File: src/rtl/gpio_sense_pkg.sv
// Shared definitions for the GPIO interrupt sense unit.
// Assumes nothing beyond a 3-bit write select on the configuration port.
package gpio_sense_pkg;
    typedef enum logic [2:0] {
        SEL_DIR    = 3'd0,
        SEL_CODELO = 3'd1,
        SEL_CODEHI = 3'd2,
        SEL_ANY    = 3'd3,
        SEL_MASK   = 3'd4,
        SEL_CLR    = 3'd5
    } sense_sel_e;

    localparam logic [1:0] CODE_LOW  = 2'b00;
    localparam logic [1:0] CODE_HIGH = 2'b01;
    localparam logic [1:0] CODE_RISE = 2'b10;
    localparam logic [1:0] CODE_FALL = 2'b11;
endpackage

File: src/rtl/gpio_sense_cfg.sv
// Configuration registers: direction, condition codes, any-edge and mask.
// Decodes the write port and presents the status clear vector for one cycle.
// Assumes: NPINS is even; each code half holds NPINS/2 two-bit fields.
module gpio_sense_cfg
    import gpio_sense_pkg::*;
#(
    parameter int NPINS = 32
) (
    input  logic               clk,
    input  logic               rst_n,
    input  logic               wr_en,
    input  logic [2:0]         wr_sel,
    input  logic [NPINS-1:0]   wr_data,
    output logic [NPINS-1:0]   dir_q,
    output logic [2*NPINS-1:0] code_q,
    output logic [NPINS-1:0]   any_q,
    output logic [NPINS-1:0]   mask_q,
    output logic [NPINS-1:0]   clr_vec
);
    // Load the addressed register on a write; everything clears on reset.
    always_ff @(posedge clk) begin
        if (!rst_n) begin
            dir_q  <= '0;
            code_q <= '0;
            any_q  <= '0;
            mask_q <= '0;
        end else if (wr_en) begin
            case (wr_sel)
                SEL_DIR:    dir_q               <= wr_data;
                SEL_CODELO: code_q[NPINS-1:0]   <= wr_data;
                SEL_CODEHI: code_q[2*NPINS-1:NPINS] <= wr_data;
                SEL_ANY:    any_q               <= wr_data;
                SEL_MASK:   mask_q              <= wr_data;
                default:    ;
            endcase
        end
    end

    // Clear vector is only live during a status-clear write.
    always_comb clr_vec = (wr_en && wr_sel == SEL_CLR) ? wr_data : '0;
endmodule

File: src/rtl/gpio_sense_pin.sv
// Condition detector for one pin.
// Assumes pin_now is already synchronous and prev is last cycle's level.
module gpio_sense_pin
    import gpio_sense_pkg::*;
(
    input  logic       pin_now,
    input  logic       prev,
    input  logic       is_output,
    input  logic       any_edge,
    input  logic [1:0] code,
    output logic       hit
);
    // Pick the active condition; any-edge takes priority over the code.
    always_comb begin
        if (is_output) begin
            hit = 1'b0;
        end else if (any_edge) begin
            hit = pin_now ^ prev;
        end else begin
            case (code)
                CODE_LOW:  hit = ~pin_now;
                CODE_HIGH: hit = pin_now;
                CODE_RISE: hit = pin_now & ~prev;
                default:   hit = ~pin_now & prev;
            endcase
        end
    end
endmodule

File: src/rtl/gpio_sense_irq.sv
// Folds masked status into one combined or two per-half request lines.
// Assumes NPINS is even when SPLIT_IRQ is set.
module gpio_sense_irq #(
    parameter int NPINS     = 32,
    parameter bit SPLIT_IRQ = 1'b0
) (
    input  logic [NPINS-1:0] status,
    input  logic [NPINS-1:0] mask,
    output logic [1:0]       irq_req
);
    localparam int HALF = NPINS / 2;

    logic [NPINS-1:0] pend;
    // Only unmasked status can raise a request.
    always_comb pend = status & mask;

    generate
        if (SPLIT_IRQ) begin : g_split
            // One line per half of the bank.
            always_comb irq_req = {|pend[NPINS-1:HALF], |pend[HALF-1:0]};
        end else begin : g_single
            // A single line for the whole bank.
            always_comb irq_req = {1'b0, |pend};
        end
    endgenerate
endmodule

File: src/rtl/gpio_irq_sense.sv
// Top: per-pin interrupt sense with sticky write-one-to-clear status.
// Every pin is evaluated every cycle, so level conditions re-assert after
// any clear or reconfiguration. Assumes pin_in is synchronous to clk.
module gpio_irq_sense #(
    parameter int NPINS     = 32,
    parameter bit SPLIT_IRQ = 1'b0
) (
    input  logic             clk,
    input  logic             rst_n,
    input  logic [NPINS-1:0] pin_in,
    input  logic             wr_en,
    input  logic [2:0]       wr_sel,
    input  logic [NPINS-1:0] wr_data,
    output logic [NPINS-1:0] status,
    output logic [1:0]       irq_req
);
    logic [NPINS-1:0]   dir_q;
    logic [2*NPINS-1:0] code_q;
    logic [NPINS-1:0]   any_q;
    logic [NPINS-1:0]   mask_q;
    logic [NPINS-1:0]   clr_vec;
    logic [NPINS-1:0]   prev_q;
    logic [NPINS-1:0]   hit;

    gpio_sense_cfg #(.NPINS(NPINS)) i_cfg (
        .clk     (clk),
        .rst_n   (rst_n),
        .wr_en   (wr_en),
        .wr_sel  (wr_sel),
        .wr_data (wr_data),
        .dir_q   (dir_q),
        .code_q  (code_q),
        .any_q   (any_q),
        .mask_q  (mask_q),
        .clr_vec (clr_vec)
    );

    generate
        for (genvar p = 0; p < NPINS; p++) begin : g_pin
            gpio_sense_pin i_pin (
                .pin_now   (pin_in[p]),
                .prev      (prev_q[p]),
                .is_output (dir_q[p]),
                .any_edge  (any_q[p]),
                .code      (code_q[2*p +: 2]),
                .hit       (hit[p])
            );
        end
    endgenerate

    // Keep last cycle's pin levels for edge comparison.
    always_ff @(posedge clk) begin
        if (!rst_n) prev_q <= '0;
        else        prev_q <= pin_in;
    end

    // Sticky status: clear first, then detection sets on top (detection wins).
    always_ff @(posedge clk) begin
        if (!rst_n) status <= '0;
        else        status <= (status & ~clr_vec) | hit;
    end

    gpio_sense_irq #(.NPINS(NPINS), .SPLIT_IRQ(SPLIT_IRQ)) i_irq (
        .status  (status),
        .mask    (mask_q),
        .irq_req (irq_req)
    );
endmodule

File: config.mk
export PLATFORM = sky130hd
export DESIGN_NAME = gpio_irq_sense
export DESIGN_NICKNAME = d
export VERILOG_FILES = /design/src/rtl/gpio_sense_pkg.sv /design/src/rtl/gpio_sense_cfg.sv /design/src/rtl/gpio_sense_pin.sv /design/src/rtl/gpio_sense_irq.sv /design/src/rtl/gpio_irq_sense.sv
export SDC_FILE = /design/constraint.sdc
export NUM_CORES = 1
export LEC_CHECK = 0
export BUFFER_PORTS_ARGS = -buffer_cell sky130_fd_sc_hd__buf_2
export CAP_MARGIN = 25
export CORE_UTILIZATION = 60
export CTS_CLUSTER_SIZE = 24
export DETAILED_ROUTE_END_ITERATION = 10
export PLACE_DENSITY = 0.89
export REMOVE_ABC_BUFFERS = 1
export SYNTH_ARGS = -nofsm -noshare
export SYNTH_HDL_FRONTEND = slang
export SYNTH_SLANG_ARGS = --single-unit
export TNS_END_PERCENT = 30
File: constraint.sdc
create_clock -name clk -period 2.6 [get_ports clk]
set_input_delay 0 -clock clk [delete_from_list [all_inputs] [get_ports clk]]
set_output_delay 0 -clock clk [all_outputs]
set_load 0.05 [all_outputs]
# Word-level counts from Yosys, hierarchy flattened
# Cells that the tools add are included.
[op_classes] n_eq_ne=69 muxes=97 bitwise_logic=164 n_reduce_logical=40
[ops] cell="$pmux 1 s3" count=32
[ops] cell="$and 1x1->1" count=64
[ops] cell="$and 32x32->32" count=2
[ops] cell="$eq 2x1->1 const B" count=32
[ops] cell="$eq 2x2->1 const B" count=32
[ops] cell="$logic_not 2->1" count=32
[ops] cell="$mux 1" count=64
[ops] cell="$not 1->1" count=64
[ops] cell="$mux 32" count=1
[ops] cell="$not 32->32" count=1
[ops] cell="$or 32x32->32" count=1
[ops] cell="$reduce_or 32->1" count=1
[ops] cell="$xor 1x1->1" count=32
[ops] cell="$reduce_and 2->1" count=5
[ops] cell="$eq 3x2->1 const B" count=2
[ops] cell="$eq 3x3->1 const B" count=2
[ops] cell="$eq 3x1->1 const B" count=1
[ops] cell="$logic_not 3->1" count=1
[ops] cell="$logic_and 1x1->1" count=1
[totals] ff_bits=224 inputBits=70 out_inout_bits=34

# Logic depth before layout (Yosys ltp)
[logic_depth] ltp_word=6 mapped_depth=6 mapped_depth_nobuf=6

# Hierarchy
# A second synthesis with hierarchy kept.
[hier_totals] hier_cells=1134 area_unflattened_um2=10864.2
[by_module_without_submodules] module="gpio_sense_cfg" instances=1 cells_each=592 area_each_um2=6055.8 seq_area_each_um2=3203.1
[by_module_without_submodules] module="gpio_sense_pin" instances=32 cells_each=11 area_each_um2=82.6 seq_area_each_um2=0.0
[by_module_without_submodules] module="gpio_irq_sense" instances=1 cells_each=167 area_each_um2=1996.9 seq_area_each_um2=1281.2
[by_module_without_submodules] module="gpio_sense_irq" instances=1 cells_each=23 area_each_um2=168.9 seq_area_each_um2=0.0

# Worst setup path after synthesis
# No wires, ideal clock.
[synth_path] path_type="reg-to-output" startpoint="reg status[23]" endpoint="out irq_req[0]" t_arrival_ps=1578 required_time_ps=2600 slack_ps=1022 stages_incl_launch_ff=4 path_cell_list="dfxtp_1 > a22oi_1 > nand4_1 > or4_1"
[synth_via] elab_chain_len=2
[synth_rtl] item="start: declaration" line_no="gpio_irq_sense.sv:14" text="output logic [NPINS-1:0] status,"
[synth_rtl] item="start signal: assignment" line_no="gpio_irq_sense.sv:60" text="else status <= (status & ~clr_vec) | hit;"
[synth_rtl] item="$and 32x32->32" line_no="gpio_sense_irq.sv:15" text="always_comb pend = status & mask;"
[synth_rtl] item="$reduce_or 32->1" line_no="gpio_sense_irq.sv:23" text="always_comb irq_req = {1'b0, |pend};"
[synth_rtl] item="end: declaration" line_no="gpio_irq_sense.sv:15" text="output logic [1:0] irq_req"
# Every way passes these cells.

# Final worst setup path
[layout_path] startpoint="reg status[25]" endpoint="out irq_req[0]"
# Same word-level chain as after synthesis.

==> run summary <==
#FFs+latches synth - 224
IO Pins - 104
Peak supply drop - 504 uV
CP startpoint kind - flip-flop
Reg2reg end - status[13]$_SDFF_PN0_
Fin crit share - 85.1%
Post-Route WL - 28800 um
Fraction of layout cells with a size suffix above 1 - 12.1%
Setup_tns - 0 ns
Status - finished, final reports clean
TritonRoute pass-1 iters - 5
Slew @ Worst Pin - 0.533 ns
Drt drc - 0
Nets@finish - 1552
Input/output buffers - 102
HP Start - wr_en
Area of the multi-input gates - 0.00547 mm2
Worst EP arrival - 2.21 ns
CP max stage delay - 0.62 ns
Area fraction of the dominant cell type after synthesis - 41.9%
Worst-path cell chain - a22oi_1 > nand4_1 > or4_1 > buf_2
Leading register cell type out of synthesis - dfxtp_1
Area growth syn-to-layout - 18.1%
Largest net degree at the start of global routing - 65
Fill count - 1237
Yosys cell types - 39
Register Area - 0.00448 mm2
Routed Antenna Nets - 0
Post-DP HPWL - 17800 um
Path category of the worst min-delay check - in -> reg
Leakage - 0.00502 uW
Die ar. - 0.0184 mm2
CTS sink cnt - 224
CP Max Fanout - 3
Clock Root Buffer - clkbuf_16
Cell Area, Synth - 0.0107 mm2
Pwr dens - 616 mW/mm2
Design Power - 7780 uW
Asr flop ratio synth - 0%
N_diodes - 0
Vias per Instance - 5.81
Slew headroom - 64.5%
CTS Buffer Depth - 3
Endpoint, Worst Hold - i_cfg.mask_q[16]$_SDFFE_PN0P_
Grt ovf - 0
Die Y-Extent - 135 um
Gr usage total - 31.7%
Fin Clk Skew - 0.0114 ns
Vias - 9636
Crit. End Element - output pin
Reg-to-reg startpoint - prev_q[13]$_SDFF_PN0_
Max stage delay cell, worst path - or4_1
Fmax achieved - 452 MHz
Global-route wire length before repair - 45800 um
CTS tree - built
Syn_area_per_cell - 8.40 um2
Max_cap viols - 0
Pins Over Slew Limit - 0
Seq/Total Area, Yosys - 41.9%
Core area - 0.0174 mm2
DR WL/cell - 17.4 um
Top area cells in the synthesized netlist - dfxtp_1, nand2_1, a21boi_1, ha_1, inv_1
Fin crit period - 2.21 ns
Fin. Hold Viols - 0
Final Setup Violations - 0
PostCTS Resize Cnt - 0
Synthesized netlist cell count - 1272
Critical path class - reg -> out
Num CTS Buffers - 22
Htree depth - 1
Die X - 135 um
RSZ-0062 raised after global routing - false
Number of synthesized flops with an enable pin - 0
Site row count - 48
GPL Wtd Cong - 0.841
Largest area contributor in the netlist - dfxtp_1
Worst r2r path cells - 5
Vias in the first global route - 9375
Worst R2R Setup Slack - 1.24 ns
Number of synthesis warnings - 0
Initial Utilization - 61.6%
Clock transition at the registers of the reported paths - 0.06 ns
Hold path depth - 5
Worst endpoint required time - 2.60 ns
Antenna violations before repair - 0
DRT iter0 DRCs - 809
Clk_lat worst skew - 0.51 ns
worst max path at each step:
stage | startpoint | endpoint | slack (ns)
2_1_floorplan | status[23]$_SDFF_PN0_ | irq_req[0] | 1.02
3_3_place_gp | status[28]$_SDFF_PN0_ | irq_req[0] | 1.02
5_1_grt | status[25]$_SDFF_PN0_ | irq_req[0] | 0.37
4_1_cts | status[28]$_SDFF_PN0_ | irq_req[0] | 0.45
3_5_place_dp | status[28]$_SDFF_PN0_ | irq_req[0] | 0.98
6_report | status[25]$_SDFF_PN0_ | irq_req[0] | 0.39
metal layers:
metal  up-vias  GRT usage, %  part of all wire [%]
met1      4588          39.7                    40
met2       431          54.2                    48
met5         -             0                     0
met4         0          13.5                   4.0
li1       4526             -                     -
met3        91          4.56                   8.2
cells in the mapped netlist, drive strengths merged, types with 15 or more instances:
library cell and n:
buf 37, o2111ai 17, o21ai 32, dfxtp 224, nor2 16, and2 33, nand4b 17, ha 64
mux2 19, nand2 389, inv 81, a21boi 160, nand3 21, a211oi 15, clkbuf 31, a22oi 16
nor3 17
power breakdown:
part	internal, uW	switching [uW]	total [uW]	leakage, uW
Clock	1680	1350	3030	0.000343
Sequential	3570	112	3690	0.00183
Combinational	386	682	1070	0.00284
logic make-up (layout without fill, tap and decap cells):
group           after synthesis  count (layout)  synth area share (%)
other cells                   1               1                0.0351
compound gates              266             266                  18.1
mux                          32              32                  3.22
simple gates                534             534                  22.1
flops                       224             224                  41.9
fa+ha+maj                    64              64                  7.49
buf+inv                     149             311                  6.88
xor+xnor                      2               2                 0.164
per-stage QoR:
stage	hold WS, ns	instance area, um2	setup WS [ns]	cells	utilization (%)
floorplan	0.122	10300	1.02	1204	-
global placement	0.233	11200	1.02	1546	64.6
detailed placement	0.241	11200	0.979	1546	64.6
CTS	0.133	12600	0.448	1659	72.7
global route	0.214	12600	0.366	1659	72.7
finish	0.159	12600	0.387	1659	72.7
worst max-delay path: cells and delay by family (launching register included):
| kind | cells | cell delay [ns] |
|---|---|---|
| flops | 1 | 0.33 |
| compound gates | 1 | 0.30 |
| simple gates | 2 | 0.83 |
| buf+inv | 1 | 0.25 |
cells in the final DEF (no fill, tap or decap), types with 4 or more instances in the layout:
| cell | netlist | routed |
|---|---|---|
| nand3b_1 | 4 | 4 |
| o21ai_1 | 11 | 11 |
| dlygate4sd3_1 | 0 | 73 |
| nor3b_1 | 13 | 13 |
| inv_1 | 81 | 81 |
| a31oi_1 | 13 | 13 |
| dfxtp_1 | 224 | 224 |
| nor2_1 | 15 | 15 |
| nand4_1 | 4 | 4 |
| nor3_1 | 17 | 17 |
| o2111ai_1 | 17 | 17 |
| nand2_1 | 388 | 388 |
| buf_2 | 11 | 101 |
| nand4b_1 | 17 | 17 |
| and2_1 | 33 | 33 |
| o21ai_0 | 21 | 21 |
| clkinv_2 | 0 | 9 |
| mux2i_1 | 13 | 13 |
| clkbuf_16 | 0 | 23 |
| buf_4 | 11 | 11 |
| clkbuf_1 | 30 | 5 |
| a211o_1 | 13 | 13 |
| buf_12 | 0 | 4 |
| mux2_2 | 19 | 19 |
| ha_1 | 64 | 64 |
| a22oi_1 | 16 | 16 |
| a21boi_0 | 10 | 10 |
| nand2b_1 | 13 | 13 |
| a211oi_1 | 15 | 15 |
| nand3_1 | 21 | 21 |
| a21boi_1 | 150 | 150 |
area by class of cell:
cell class | instances | share of cell area (%)
multi-input cells | 899 | 43.3
repair buffers | 190 | 11.2
clock inverters | 10 | 0.426
clock buffers | 30 | 4.93
flip-flops and latches | 224 | 35.5
well taps | 225 | 2.23
inverters | 81 | 2.41
sequential cells by signal, summed over array words and instances, names as in the netlist:
| signal | flops |
|---|---|
| i_cfg.any_q | 32 |
| i_cfg.code_q | 64 |
| i_cfg.dir_q | 32 |
| i_cfg.mask_q | 32 |
| prev_q | 32 |
| status | 32 |
what timing repair did:
| action | CTS | global route |
|---|---|---|
| hold buffers | 73 | 0 |
| hold endpoints to repair | 224 | 0 |
| buffers inserted | 0 | 0 |
Power figures use the tool's default switching activity.
